File: src/rtl/swq_pkg.sv
`timescale 1ns/1ps
package swq_pkg;
  typedef enum logic [1:0] {
    ST_RUN    = 2'd0,
    ST_STOP   = 2'd1,
    ST_STAB   = 2'd2,
    ST_DECIDE = 2'd3
  } swq_state_e;

  // settling length in cycles for a select value
  function automatic logic [31:0] settle_cycles(input logic [1:0] sel,
                                                input int base_exp,
                                                input int step_exp);
    return 32'd1 << (base_exp + step_exp * int'(sel));
  endfunction

  // true when a latched level may be taken under the enable and mask
  function automatic logic level_taken(input logic ie,
                                       input logic [7:0] lvl,
                                       input logic [7:0] mask);
    return ie && (lvl < mask);
  endfunction

  // a PLL stop needs one of the two long settling selects
  function automatic logic pll_select_ok(input logic [1:0] sel);
    return sel[1];
  endfunction
endpackage

File: src/rtl/swq_prio.sv
`timescale 1ns/1ps
module swq_prio #(
  parameter int SRC_N = 4,
  parameter int LVL_W = 3
) (
  input  logic [SRC_N-1:0]       req,
  input  logic [SRC_N*LVL_W-1:0] lvl,
  output logic                   any_req,
  output logic [LVL_W-1:0]       best_lvl
);
  localparam logic [LVL_W-1:0] WEAKEST = {LVL_W{1'b1}};

  logic [LVL_W-1:0] stage [SRC_N+1];
  logic [SRC_N:0]   seen;

  assign stage[0] = WEAKEST;
  assign seen[0]  = 1'b0;

  generate
    for (genvar i = 0; i < SRC_N; i++) begin : g_src
      logic [LVL_W-1:0] cand;
      assign cand = lvl[i*LVL_W +: LVL_W];
      assign stage[i+1] = (req[i] && cand < stage[i]) ? cand : stage[i];
      assign seen[i+1]  = seen[i] | req[i];
    end
  endgenerate

  assign any_req  = seen[SRC_N];
  assign best_lvl = stage[SRC_N];
endmodule

File: src/rtl/swq_timer.sv
`timescale 1ns/1ps
module swq_timer #(
  parameter int CNT_W = 17
) (
  input  logic             clk,
  input  logic             rst_n,
  input  logic             load,
  input  logic [CNT_W-1:0] load_val,
  input  logic             run,
  output logic             done
);
  logic [CNT_W-1:0] cnt_q;

  always_ff @(posedge clk or negedge rst_n) begin
    if (!rst_n) begin
      cnt_q <= '0;
    end else if (load) begin
      cnt_q <= load_val;
    end else if (run && cnt_q != '0) begin
      cnt_q <= cnt_q - 1'b1;
    end
  end

  assign done = run && (cnt_q == '0);
endmodule

File: src/rtl/stop_wake_seq.sv
`timescale 1ns/1ps
module stop_wake_seq #(
  parameter int SRC_N    = 4,
  parameter int LVL_W    = 3,
  parameter int BASE_EXP = 10,
  parameter int STEP_EXP = 2
) (
  input  logic                   clk,
  input  logic                   rst_n,
  input  logic                   stop_req,
  input  logic                   pll_sel,
  input  logic [1:0]             wait_sel,
  input  logic [SRC_N-1:0]       irq_req,
  input  logic [SRC_N*LVL_W-1:0] irq_lvl,
  input  logic                   ie_flag,
  input  logic [LVL_W-1:0]       mask_lvl,
  output logic                   main_clk_en,
  output logic                   pll_en,
  output logic                   stab_busy,
  output logic                   resume_pulse,
  output logic                   branch_pulse,
  output logic                   pll_refused
);
  import swq_pkg::*;

  localparam int MAX_EXP = BASE_EXP + 3 * STEP_EXP;
  localparam int CNT_W   = MAX_EXP + 1;
  localparam logic [LVL_W-1:0] WEAKEST = {LVL_W{1'b1}};

  swq_state_e       st_q;
  logic             pll_mode_q;
  logic [1:0]       wsel_q;
  logic             refused_q;
  logic [LVL_W-1:0] best_q;
  logic             resume_q, branch_q;

  // named internal events
  logic             any_req;
  logic [LVL_W-1:0] best_lvl;
  logic             wake_ev;
  logic             refuse_ev;
  logic             enter_ev;
  logic             tmr_done;
  logic             take_irq;
  logic [CNT_W-1:0] load_val;

  swq_prio #(.SRC_N(SRC_N), .LVL_W(LVL_W)) prio_i (
    .req      (irq_req),
    .lvl      (irq_lvl),
    .any_req  (any_req),
    .best_lvl (best_lvl)
  );

  assign load_val = CNT_W'(settle_cycles(wsel_q, BASE_EXP, STEP_EXP) - 32'd1);

  swq_timer #(.CNT_W(CNT_W)) tmr_i (
    .clk      (clk),
    .rst_n    (rst_n),
    .load     (wake_ev),
    .load_val (load_val),
    .run      (st_q == ST_STAB),
    .done     (tmr_done)
  );

  assign refuse_ev = (st_q == ST_RUN) && stop_req && pll_sel && !pll_select_ok(wait_sel);
  assign enter_ev  = (st_q == ST_RUN) && stop_req && !refuse_ev;
  assign wake_ev   = (st_q == ST_STOP) && any_req && (best_lvl < WEAKEST);
  assign take_irq  = level_taken(ie_flag, 8'(best_q), 8'(mask_lvl));

  always_ff @(posedge clk or negedge rst_n) begin
    if (!rst_n) begin
      st_q       <= ST_RUN;
      pll_mode_q <= 1'b0;
      wsel_q     <= 2'b00;
      refused_q  <= 1'b0;
      best_q     <= WEAKEST;
      resume_q   <= 1'b0;
      branch_q   <= 1'b0;
    end else begin
      resume_q <= 1'b0;
      branch_q <= 1'b0;
      if (refuse_ev) refused_q <= 1'b1;
      unique case (st_q)
        ST_RUN: begin
          if (enter_ev) begin
            st_q       <= ST_STOP;
            pll_mode_q <= pll_sel;
            wsel_q     <= wait_sel;
          end
        end
        ST_STOP: begin
          if (wake_ev) begin
            st_q   <= ST_STAB;
            best_q <= best_lvl;
          end
        end
        ST_STAB: begin
          if (any_req && best_lvl < best_q) best_q <= best_lvl;
          if (tmr_done) st_q <= ST_DECIDE;
        end
        ST_DECIDE: begin
          st_q     <= ST_RUN;
          branch_q <= take_irq;
          resume_q <= !take_irq;
          best_q   <= WEAKEST;
        end
        default: st_q <= ST_RUN;
      endcase
    end
  end

  assign main_clk_en  = (st_q != ST_STOP);
  assign pll_en       = !((st_q == ST_STOP) && pll_mode_q);
  assign stab_busy    = (st_q == ST_STAB);
  assign resume_pulse = resume_q;
  assign branch_pulse = branch_q;
  assign pll_refused  = refused_q;
endmodule

File: config.mk
export PLATFORM = sky130hd
export DESIGN_NAME = stop_wake_seq
export DESIGN_NICKNAME = d
export VERILOG_FILES = /design/src/rtl/swq_pkg.sv /design/src/rtl/swq_prio.sv /design/src/rtl/swq_timer.sv /design/src/rtl/stop_wake_seq.sv
export SDC_FILE = /design/constraint.sdc
export NUM_CORES = 1
export LEC_CHECK = 0
export CORE_MARGIN = 2
export CORE_UTILIZATION = 30
export DETAILED_ROUTE_END_ITERATION = 8
export HOLD_SLACK_MARGIN = 0.15
export PLACE_DENSITY_LB_ADDON = 0.3
export SLEW_MARGIN = 20
export SYNTH_ARGS = -nofsm -noshare
export SYNTH_HDL_FRONTEND = slang
export SYNTH_HIERARCHICAL = 1
export SYNTH_SLANG_ARGS = --single-unit
File: constraint.sdc
create_clock -name clk -period 4.9 [get_ports clk]
set_input_delay 0.98 -clock clk [delete_from_list [all_inputs] [get_ports clk]]
set_output_delay 0.98 -clock clk [all_outputs]
set_load 0.02 [all_outputs]
==> metrics.yaml, run 1 <==
vias: 2335
startpoint_type: "primary input"
die_area_um2: 8720
diodes: 0
p_leak_nw: 1.50
pwr-share-seq: 0.302
power.density_nw_per_um2: 469
clock_power_share: 0.116
ys_types: 67
overflow: 0
core-area_um2: 7730
outcome: "finished with violations"
yosysTopAreaCellShare: 0.261
power.switching_mw: 0.661
path_clk_slew_ns: 0.10
fin_crit_sh: 1.01
synthArstFlopShare: 1.00
cts_tree: "yes"
dp_hpwl_um: 4440
clockBufferDepth: 2
dr_wl_met2_um: 3120
final_cells: 468
power_mw: 1.60
rrSetupSlack_ns: 2.00
routed_via_density: 4.99
place.gp.congestion: 0.846
crit_type: "in2reg"
ys_ff_latch: 28
drc: 0
rsz0062_at_grt: "yes"
p_comb_frac: 0.582
grt_use_total: 0.137
cts_buffers: 3
antenna_found_initial: 0
area_delta_synth_final_pct: 42.4
cp_data_required_time_ns: 5.11
skew_ns: 0.00468
worst_ir_drop_vdd_uv: 221
relSlewSlack: 0.492
tightest_slew_ns: 0.762
synth_cells: 283
drive_gt1_frac: 0.287
grt_max_degree: 29
arrival_ns: 5.14
row_count: 32
holdWs_ns: 0.484
finalWorstSetupSlack_ns: -0.0285
drt-initial-drc-count: 59
yosysTopAreaCell: "dfrtp_1"
seq_area_frac_synth: 0.294
wire_per_inst_um: 13.0
critPathMaxFanout: 6
ys_warn_count: 6
grt_pass1_vias: 2251
grt_pass1_wl_um: 9920
clock_sinks: 28
met1Wirelength_um: 2730
violations: "setup timing"
min_period_ns: 4.93
setup_viol: 3
wl_met3_um: 172
h-tree-depth: 1
insertion_delay_ns: 0.28
max_freq_mhz: 203
first_pass_iters: 4
synth_area_um2: 2400
yosys-top-cells-area: "dfrtp_1 (26%), ha_1 (7.3%), inv_1 (3.8%), nor2_1 (3.4%), dfstp_2 (3.3%)"
critPathCaptureType: "flop"
port_buffers: 31
hold_buffers: 0
intPower_mw: 0.940
hold_class: "reg2reg"
avgSynthCellArea_um2: 8.47
initial_core_util: 0.310
netSwitchingFraction: 0.413
die_w_um: 93.4
hold_violations: 0
finalWirelength_um: 6070
stdcell_area_um2: 3410
setup_tns_ns: -0.0709
dpl_worst_slack_ns: -0.736
place_inst: 449
max_cap_viol_count: 0
io_pins: 32
synth_edf_count: 0
final_max_slew_viol_count: 0
ys.flop_type: "dfrtp_1"
place_area_um2: 3100
highest_layer: "met4"
final_core_util: 0.442
root_buffer: "clkbuf_8"
ant_nets: 0
die_y_um: 93.4
nets: 407
power groups by stage:
stage	logic, mW	clock network, mW	registers [mW]
final	0.933	0.185	0.483
after CTS	0.813	0.190	0.477
after floorplan	0.563	0	0.461
after global placement	0.779	0	0.479
after global routing	1.03	0.196	0.507
after detailed placement	0.799	0	0.481
cells in the final DEF, fill, tap and decap left out, types with 3 or more instances in the layout:
master           Yosys  routed
nor3_1               4       4
nor2_1              22      22
nand2b_4             0       3
a31oi_1              5       4
clkdlybuf4s50_1      0      23
a211o_1              3       3
conb_1               2      11
o21ai_1              7       7
nand2_1             21      19
clkbuf_8             0       3
ha_1                14      12
nor2b_1              3       3
o21ai_0              7       6
a21oi_1             15      12
a21oi_2              0       3
and2_1               5       5
nand3b_1             3       3
inv_1               24      24
buf_4                0      45
nand2b_1            10       7
or4_1                5       5
dfrtp_1             25      25
nand3_1             14      14
a211oi_1             4       4
nand4_1              7       7
o21a_1               3       3
buf_2                2       5
o31ai_1              4       4
mux2i_1              5       5
a2bb2oi_1            5       5
dfstp_2              3       3
buf_6                2       4
routing by layer:
metal	global-route usage	up-vias
li1	-	1196
met1	0.171	1099
met2	0.251	36
met3	0.0234	4
met4	0.0233	0
met5	0	-
what timing repair did:
action / CTS / global route
pin swaps: 17 / 17
endpoints found under the hold margin: 0 / 0
setup buffers: 7 / 7
setup endpoints to repair: 20 / 20
gates resized for setup: 29 / 30
cloned: 0 / 1
synth_stat cells, types with 2 or more instances:
cell and count:
or3_1 2, nor4b_4 2, a211o_1 3, mux2i_1 5, a31oi_1 5, o21ai_0 7
nor3_1 4, a2bb2oi_1 5, nand3_1 14, or2_2 3, nand2b_1 10, o311ai_1 2
dfstp_2 3, a21oi_1 15, nor2b_1 3, o31ai_1 4, clkbuf_1 7, o2111ai_1 3
nor2_1 22, nand3b_1 3, and3_1 2, conb_1 2, o21a_1 3, and2_1 5
nand2_1 21, o211ai_1 2, a21o_1 2, o311a_1 2, o21ai_1 7, nor2b_2 2
a211oi_1 4, buf_2 2, dfrtp_1 25, ha_1 14, or4_1 5, mux2_2 2
inv_1 24, buf_6 2, nand4_1 7
worst paths after layout:
path                              from              to  depth (start not counted)
max                         irq_req[0]       best_q[2]                         24
min                        pll_refused     pll_refused                          1
max reg2reg                    st_q[0]         st_q[1]                          8
min reg2reg                pll_refused     pll_refused                          1
max in group asynchronous        rst_n       best_q[2]                          2
min in group asynchronous        rst_n  tmr_i/cnt_q[3]                          2
logic make-up after synthesis:
kind of cell	after synthesis	synth area share
adder cells (fa/ha/maj)	14	0.0731
AND/OR/NAND/NOR	116	0.284
flip-flops	28	0.294
buffers and inverters	37	0.0652
multiplexers	7	0.0303
AO/OA/AOI/OAI	79	0.250
other	2	0.00313
state kept, by name (all words and copies together) (netlist names):
signal,count
st_q,2
pll_refused,1
tmr_i/cnt_q,17
branch_pulse,1
best_q,3
wsel_q,2
resume_pulse,1
pll_mode_q,1
final cells by class:
cell class,instances,area [µm²]
Sequential cell,28,704
Timing Repair Buffer,82,707
Clock buffer,3,41.3
Tap cell,102,128
Multi-Input combinational cell,227,1710
Inverter,25,93.8
Fill cell,762,4310
Clock inverter,1,30.0
critical path, cell delays in order:
cell and delay (ns):
buf_8 0.11, nor2b_1 0.12, o211ai_1 0.26, a31oi_2 0.14, a21oi_2 0.12, ha_1 0.26
o21ai_2 0.16, nor3b_4 0.22, a311oi_2 0.07, a21o_1 0.17, o32ai_2 0.28, ha_1 0.29
o21a_1 0.18, nor2_1 0.08, inv_1 0.06, a311o_1 0.36, mux2i_1 0.20, buf_4 0.16
ha_4 0.20, nand2_2 0.06, o2111ai_2 0.11, a211oi_2 0.19, buf_4 0.16, mux2i_1 0.18
(Power assumes the default switching activity.)
==> run 2: changes to the inputs <==
--- a/config.mk
+++ b/config.mk
@@ -5,8 +5,10 @@
 export SDC_FILE = /design/constraint.sdc
 export NUM_CORES = 1
 export LEC_CHECK = 0
+export ABC_CLOCK_PERIOD_IN_PS = 4900
+export CORE_ASPECT_RATIO = 0.8
 export CORE_MARGIN = 2
-export CORE_UTILIZATION = 30
+export CORE_UTILIZATION = 55
 export DETAILED_ROUTE_END_ITERATION = 8
 export HOLD_SLACK_MARGIN = 0.15
 export PLACE_DENSITY_LB_ADDON = 0.3
==> run 2 against run 1 <==
The flow still finishes with violations (setup timing); critical path type unchanged; clock power is essentially flat; hold slack better by 0.0027 ns; die area shrank 44%; critical path depth shrank 1; largest power group unchanged; cell count shrank 9.6%; wire length is 19% higher; maximum frequency down 4.0%; first-iteration DRC count grew to 4.6 times the previous value; global-route usage is 12 points higher.
==> metrics.yaml, run 2 (synthesized netlist as in run 1, its figures left out) <==
outcome: "finished with violations"
violations: "setup timing"
hold_class: "reg2reg"
place_area_um2: 3040  # -2.1%
grt_max_degree: 29  # unchanged
finalWorstSetupSlack_ns: -0.236  # -0.208 ns
gr-max-usage-layer: "met2"
power.density_nw_per_um2: 494  # +5.4%
clockBufferDepth: 2  # unchanged
grt_pass1_vias: 2262  # +0.49%
finalWirelength_um: 7230  # +19%
grt_util_met2: 0.423  # +0.173
largest_registers: "tmr_i/cnt_q: 17 flops, best_q: 3 flops"
root_buffer: "clkbuf_8"
rr_endpoint: "st_q[1]"
io_pins: 32  # unchanged
cp_top_family: "compound AO/OA/AOI/OAI gates"
skew_ns: 0.00542  # +0.000742 ns
nets: 407  # unchanged
hold_end: "pll_refused"
grt_pass1_wl_um: 10500  # +5.6%
diodes: 0  # unchanged
critPathMaxFanout: 8  # +2
min_period_ns: 5.14  # +0.208 ns
fin_crit_sh: 1.05  # +0.0424
cp_slowest_cell: "a311o_1"
crit_chain: "clkbuf_4 > nor2b_4 > o21ai_1 > a32o_2 > a21oi_2 > ha_1 > o21ai_2 > nor3b_4 > buf_4 > o31ai_1 > a211oi_1 > buf_4 > ha_4 > o21a_1 > nor2_1 > inv_1 > a311o_1 > mux2i_2 > buf_4 > nand3_4 > and3_4 > or2_2 > o311ai_2"
die_y_um: 63.1  # -32%
setup_tns_ns: -3.04  # -2.97 ns
path_clk_slew_ns: 0.10  # about the same
wire_per_inst_um: 17.1  # +32%
met3_usage: 0.0387  # +0.0153
hold_buffers: 0  # unchanged
layout_common_cells: "buf_4 (41), dfrtp_1 (25), inv_1 (24), clkdlybuf4s50_1 (23)"
drive_gt1_frac: 0.322  # +0.0355
drt-initial-drc-count: 273  # +360%
setup_viol: 21  # +18
ant_nets: 0  # unchanged
relSlewSlack: 0.451  # -0.0405
clock_sinks: 28  # unchanged
worstHoldStart: "pll_refused"
hold_violations: 0  # unchanged
final_max_slew_viol_count: 0  # unchanged
rsz0062_at_grt: "yes"
use_met1: 0.373  # +0.202
die_w_um: 77.8  # -17%
dp_hpwl_um: 4330  # -2.5%
n_fill_cell: 230  # -70%
row_count: 21  # -34%
rrSetupSlack_ns: 1.80  # -0.20 ns
place.gp.congestion: 0.847  # about the same
cts_buffers: 3  # unchanged
mostFrequentLayoutCell: "buf_4"
vias: 2593  # +11%
insertion_delay_ns: 0.27  # about the same
area_delta_synth_final_pct: 45.0
cp_data_required_time_ns: 5.07  # -0.04 ns
multiInputGateArea_um2: 1780  # +4.3%
crit_path_frequent_cell: "buf_4"
drc: 0  # unchanged
path_buf_inv: 5  # +1
tightest_slew_ns: 0.823  # +0.0608 ns
cts_tree: "yes"
worst_ir_drop_vdd_uv: 436  # +98%
die_area_um2: 4910  # -44%
critPathCaptureType: "flop"
regArea_um2: 704  # unchanged
r2r_cells: 8  # unchanged
critical-path-max-stage-delay_ns: 0.32  # -0.04 ns
max_freq_mhz: 195  # -4.0%
power_mw: 1.72  # +7.3%
overflow: 0  # unchanged
initial_core_util: 0.574  # +0.264
p_leak_nw: 1.52  # +1.1%
first_pass_iters: 5  # +1
startpoint_type: "primary input"
r2r_start: "st_q[0]"
holdPathStages: 1  # unchanged
crit_type: "in2reg"
final_core_util: 0.832  # +0.390
largest_reg_flops: 17  # unchanged
top_register: "tmr_i/cnt_q"
h-tree-depth: 1  # unchanged
max_cap_viol_count: 0  # unchanged
port_buffers: 31  # unchanged
core-area_um2: 4180  # -46%
stdcell_area_um2: 3480  # +1.8%
antenna_found_initial: 0  # unchanged
routed_via_density: 6.13  # +23%
grt_use_total: 0.261  # +0.124
arrival_ns: 5.31  # +0.17 ns
-- run 2: cell types whose count changed in the layout (fill, tap and decap cells not counted), moves of 2 or more --
cell	previous run	this run
nor2_4	0	2
buf_6	4	7
nor2_1	22	18
nor2b_1	3	1
nor2_2	0	2
nor2b_4	0	2
buf_4	45	41
mux2i_1	5	3
mux2i_2	0	2
-- run 2: layer usage --
layer / up-vias / wire length, µm
met5: - / 0
met4: 0 / 191
met3: 23 / 437
met2: 131 / 3550
met1: 1230 / 3060
li1: 1209 / -
-- run 2: where the power goes --
| part | switching, mW | internal [mW] | total (mW) |
|---|---|---|---|
| sequential | 0.144 | 0.351 | 0.495 |
| combinational | 0.516 | 0.523 | 1.04 |
| clock | 0.0739 | 0.109 | 0.183 |
-- run 2: how the worst max path moves through the flow --
stage | start | to | slack [ns] | cells past startpoint
final | irq_lvl[0] | tmr_i/cnt_q[12] | -0.24 | 23
after global routing | irq_req[0] | tmr_i/cnt_q[2] | -0.40 | 26
after CTS | irq_req[0] | best_q[2] | -0.03 | 22
after detailed placement | irq_req[0] | best_q[2] | -0.84 | 22
after global placement | irq_lvl[0] | best_q[2] | -0.60 | 21
after floorplan | irq_lvl[1] | best_q[0] | 0.01 | 20
-- run 2: worst reg2reg max path: stages, from the launching register on --
cell	delay [ns]
dfrtp_1	0.44
inv_1	0.12
ha_1	0.70
nor4b_4	0.52
nand4_1	0.26
nor3_1	0.20
inv_1	0.07
a221oi_2	0.31
mux2_2	0.37
-- run 2: metrics by stage --
| stage | cells | hold WS (ns) | setup slack, ns |
|---|---|---|---|
| finish | 423 | 0.486 | -0.236 |
| global route | 423 | 0.518 | -0.400 |
| CTS | 416 | 0.494 | -0.0284 |
| detailed placement | 403 | 0.467 | -0.835 |
| global placement | 403 | 0.464 | -0.602 |
| floorplan | 292 | 0.446 | 0.0100 |
-- run 2: final cells by class --
type	count	area share
clock buffers	3	0.0119
clock inverters	1	0.00864
inverters	25	0.0281
multi-input cells	227	0.513
flip-flops and latches	28	0.203
well taps	57	0.0205
repair buffers	82	0.215
-- run 2: what timing repair did --
| item | in CTS | in global routing |
|---|---|---|
| gates resized for setup | 42 | 41 |
| pin swaps | 18 | 27 |
| cloned | 0 | 2 |
| buffers inserted | 9 | 5 |
| endpoints found under the setup margin | 22 | 22 |
==> run 3: changes to the inputs <==
--- a/config.mk
+++ b/config.mk
@@ -5,7 +5,6 @@
 export SDC_FILE = /design/constraint.sdc
 export NUM_CORES = 1
 export LEC_CHECK = 0
-export ABC_CLOCK_PERIOD_IN_PS = 4900
 export CORE_ASPECT_RATIO = 0.8
 export CORE_MARGIN = 2
 export CORE_UTILIZATION = 55
==> results of run 3 <==
No change in the layout: final DEF, timing and power equal those of run 2.
